<file path="src/rtl/tdm_concentrator.sv">
module tdm_concentrator (
  input  logic clk,
  input  logic rst,
  input  logic mode_edge,
  input  logic a_half,
  input  logic a_edge,
  input  logic a_ordy,
  input  logic a_bit,
  input  logic b_half,
  input  logic b_edge,
  input  logic b_ordy,
  input  logic b_bit,
  output logic a_rd,
  output logic b_rd,
  output logic a_sel,
  output logic b_sel,
  output logic out_bit,
  output logic out_chan,
  output logic out_stuff
);

  logic       slot;
  logic [1:0] running;

  wire [1:0] half  = {b_half, a_half};
  wire [1:0] edg   = {b_edge, a_edge};
  wire [1:0] ordy  = {b_ordy, a_ordy};
  wire [1:0] dbit  = {b_bit, a_bit};

  wire [1:0] start = mode_edge ? ~edg : half;
  wire [1:0] low   = mode_edge ? (edg & ~half) : ~half;
  wire [1:0] own   = slot ? 2'b10 : 2'b01;
  wire [1:0] fetch = own & running & ordy & ~low;

  assign a_sel = own[0];
  assign b_sel = own[1];
  assign a_rd  = fetch[0];
  assign b_rd  = fetch[1];

  always_ff @(posedge clk) begin
    if (rst) begin
      slot      <= 1'b0;
      running   <= 2'b00;
      out_bit   <= 1'b0;
      out_chan  <= 1'b0;
      out_stuff <= 1'b0;
    end else begin
      slot      <= ~slot;
      running   <= running | start;
      out_chan  <= slot;
      out_stuff <= ~|fetch;
      out_bit   <= |(fetch & dbit);
    end
  end

endmodule


</file>
<file path="config.mk">
export PLATFORM = sky130hd
export DESIGN_NAME = tdm_concentrator
export DESIGN_NICKNAME = d
export VERILOG_FILES = /design/src/rtl/tdm_concentrator.sv
export SDC_FILE = /design/constraint.sdc
export NUM_CORES = 1
export LEC_CHECK = 0
export ABC_CLOCK_PERIOD_IN_PS = 900
export BUFFER_PORTS_ARGS = -buffer_cell sky130_fd_sc_hd__buf_2
export CORE_AREA = 10 10 47 49
export CTS_CLUSTER_DIAMETER = 80
export DETAILED_ROUTE_END_ITERATION = 10
export DIE_AREA = 0 0 57 59
export PLACE_DENSITY = 0.4
export SYNTH_ARGS = -nofsm -noshare
export SYNTH_HDL_FRONTEND = slang
export SYNTH_SLANG_ARGS = --single-unit
</file>
<file path="constraint.sdc">
create_clock -name clk -period 0.9 [get_ports clk]
set_input_delay 0.135 -clock clk [delete_from_list [all_inputs] [get_ports clk]]
set_output_delay 0.135 -clock clk [all_outputs]
set_load 0.02 [all_outputs]
</file>
# Word level (Yosys, flattened, before mapping)
# Cells that the tools add are included.
dict set report word_totals {
  word_cells 21
  latchBits 0
  output_inout_bits 7
  memories 0
  inputBits 11
  register_bits 6
  mem_bits_ro 0
  ramBits 0
}
dict set report op_classes {
  muxes 3
  eq_ne 0
  mul 0
  bitwise 10
  n_div 0
  order_cmp 0
  addsub 0
  reduce_logical 3
  shifts 0
}
# operator n
set op_table {}
lappend op_table {{2-bit bitwise AND} 5}
lappend op_table {{2-bit 2-to-1 mux} 3}
lappend op_table {{2-bit inverter} 3}
lappend op_table {{2-bit OR reduction} 2}
lappend op_table {{2-bit bitwise OR} 1}
lappend op_table {{1-bit logical NOT} 1}
lappend op_table {{1-bit inverter} 1}

# Logic depth before layout (Yosys ltp)
dict set report depth {
  depth_word 7
  depth_mapped 3
  mapped_depth_nobuf 3
}

# Worst setup path before layout
# No wires, ideal clock.
dict set report synth_path {
  path_kind {reg2reg}
  startpoint {register slot}
  endpoint {register out_bit}
  stages_incl_launch_ff 3
  arrival_ns 1.022
  required_time_ns 0.839
  synth_period_minus_slack_ns 1.083
  setup_slack_ns -0.183
  setup_ns 0.061
  path_buffers 0
  cell_sequence {dfxtp_1 -> a211oi_2 -> a32o_1}
}
dict set report synth_via {
  elab_chain_cells 6
}
# item line
set synth_lines {}
lappend synth_lines {{start, declared} 22} ;# logic slot;
lappend synth_lines {{start signal, assigned} 48} ;# slot <= ~slot;
lappend synth_lines {{2-bit 2-to-1 mux} 32} ;# wire [1:0] own = slot ? 2'b10 : 2'b01;
lappend synth_lines {{2-bit bitwise AND (3 in a row)} 33} ;# wire [1:0] fetch = own & running & ordy & ~low;
lappend synth_lines {{named net a_rd} 13} ;# output logic a_rd,
lappend synth_lines {{2-bit bitwise AND} 52} ;# out_bit <= |(fetch & dbit);
lappend synth_lines {{2-bit OR reduction} 52}
lappend synth_lines {{end signal, assigned} 52}
lappend synth_lines {{end, declared} 17} ;# output logic out_bit,
# The timed path passes the listed nets, and every way through them passes these cells.
# A chain may end at the register's enable or synchronous reset.

# Worst setup path in the final report
dict set report layout_path {
  startpoint {register slot}
  endpoint {output port a_rd}
}
dict set report layout_via {
  elab_chain_cells 4
}
# item line
set layout_lines {}
lappend layout_lines {{2-bit 2-to-1 mux} 32}
lappend layout_lines {{2-bit bitwise AND (3 in a row)} 33}
lappend layout_lines {{end, declared} 13}
# No other way between the ends.

==> flow_summary.ini <==
[drt]
drc = 0
vias = 262
drt-total-wl_um = 724
vias_per_cell = 4.031
final_antenna_net_count = 0
routedWlPerCell_um = 11.14
drtPass1Iterations = 2
drt_iter0_drc = 2

[logic_synthesis]
syn-cell-area_um2 = 229.0
ys_ff_latch = 6
syn_inst = 24
yosysSeqAreaShare = 0.5246
ys_types = 13
synthTopCellsByArea = dfxtp_1, a211oi_2, nor2b_1, inv_1, nor2_1
yosys_warnings = 0
synth.avg_cell_area_um2 = 9.540
syn_nets = 35
synth.top_cell.area_share = 0.5246
yosysTopAreaCell = dfxtp_1

[hold_path]
min-delay-start = rst
min_path_cells = 2
hold_path_class = in -> reg
min_to = slot

[worst_setup_path]
r2r_end = out_bit
max_stage_delay_ns = 0.36
critPathLaunchType = register
crit_path_end_kind = output pin
rrSetupSlack_ns = -0.04
r2r_cells = 3
crit_type = reg -> out
r2r_start = slot
critPathMaxFanout = 3
cp_data_arrival_time_ns = 0.98
cp.required_ns = 0.76
crit_chain = a211oi_4, buf_6
slowest_stage = dfxtp_4

[timing]
worst_slack_ns = -0.2183
max_slew_margin = 0.8646
final-setup-viol-count = 5
fin_crit_ns = 1.118
fin_crit_sh = 1.243
fin_skew_ns = 0.001342
fmax_mhz = 894.2
hold_violations = 0
rsz0062_at_grt = true
drv_slew = 0
worst_slew_pin_slew_ns = 0.2024
holdWs_ns = 0.1205

[clock_network]
clock-sinks = 6
max-clock-path-buffers = 2
postCtsHoldBufs = 0
tritoncts = yes
cts_made_buffers = 3
clkTransAtPathRegs_ns = 0.05
clock_latency_ns = 0.24
cts-root-buf = clkbuf_4
htree_levels = 1

[floorplan]
die_w_um = 57
chipHeight_um = 59
die-area_um2 = 3363
top_level_ports = 18
initial_core_util = 0.1634
fp-row-count = 14
core-area_um2 = 1401

[run_status]
violations = negative setup slack
status = finished with violations

[finish]
final_common_cell = buf_2
nNetsFinal = 61
stdcell_area_um2 = 446.7
antenna_cells = 0
drive_gt1_frac = 0.6327
syn2layout_area_growth_pct = 95.08
final_cell_mix = buf_2, buf_6, dfxtp_1
fin_cells = 65

[grt]
grt_max_degree = 7
grt_remaining_overflow = 0
grt_pass1_wl_um = 1255
grt_pass1_vias = 307
track_usage = 0.04750
antenna_found_initial = 0

[power]
power_uw = 695.6
max-vdd-ir-drop_v = 0.0005196
p_per_area_nw_per_um2 = 1557
p_leak_uw = 0.0002137

[place]
dpl_cell_area_um2 = 354.1
post-place-ws_ns = -0.1275
io_buffers = 17
place.gp.congestion = 0.6552
dp_cells = 58
dp_hpwl_um = 609.6

[flow_run]
timing.max_cap.violations = 0
[per-layer routing]
layer / routed length [um] / up-vias / GRT usage
li1: - / 131 / -
met1: 254 / 120 / 0.04265
met2: 386 / 9 / 0.07597
met3: 76 / 2 / 0.03433
met4: 6 / 0 / 0.03020
met5: 0 / - / 0
[registers in the layout, summed over array words and instances (netlist names)]
| register | count |
|---|---|
| out_stuff | 1 |
| out_chan | 1 |
| out_bit | 1 |
| slot | 1 |
| running | 2 |
[report_power, final]
| group | switching [uW] | internal, uW | leakage (uW) |
|---|---|---|---|
| clock | 100 | 168 | 0.0000150 |
| combinational | 63.3 | 68.7 | 0.000148 |
| sequential | 10.8 | 284 | 0.0000506 |
| total | 175 | 521 | 0.000214 |
[critical path: cells and delay by family (launching register included)]
kind / cells / cell delay [ns]
AO/OA/AOI/OAI: 1 / 0.23
flip-flops: 1 / 0.36
buffers and inverters: 1 / 0.15
[worst max path at each step]
| stage | startpoint | end | slack, ns |
|---|---|---|---|
| after global routing | slot | a_rd | -0.27 |
| after detailed placement | a_edge | a_rd | -0.13 |
| after floorplan | slot | out_bit | -0.08 |
| after global placement | a_edge | a_rd | -0.12 |
| final | slot | a_rd | -0.22 |
| after CTS | running[0] | a_rd | -0.26 |
[stage by stage]
stage	setup TNS, ns	util
after CTS	-0.7320	0.3125
after global routing	-0.8850	0.3188
after detailed placement	-0.2608	0.2527
final	-0.6281	0.3188
after global placement	-0.2478	0.2527
after floorplan	-0.1060	-
[what timing repair did]
item	CTS	global route
pin swaps	3	3
setup buffers	3	1
endpoints found under the setup margin	4	6
resized for setup	13	2
cloned	0	0
[Yosys cell counts]
cell and count:
dfxtp_1 6, inv_1 3, nor2_1 3, nor2b_1 2, nor3_1 2, a211oi_2 1, a32o_1 1, and2b_1 1
nand2_1 1, nand2b_1 1, o2111a_1 1, o21a_1 1, o21ai_0 1
[cells by family (layout without fill, tap and decap cells)]
family | count (synthesis) | in the layout | share of synthesized area
buffers and inverters | 3 | 28 | 0.04918
AOI/OAI and AO/OA | 5 | 5 | 0.2022
and+or+nand+nor | 10 | 10 | 0.2240
DFF | 6 | 6 | 0.5246
[layout make-up]
class / count / area, um^2
multi-input cells: 15 / 113.9
fillers: 159 / 954.7
well taps: 16 / 20.02
repair buffers: 21 / 147.6
clock buffers: 4 / 26.28
flip-flops and latches: 6 / 125.1
inverters: 3 / 13.76
(Power assumes the default switching activity.)
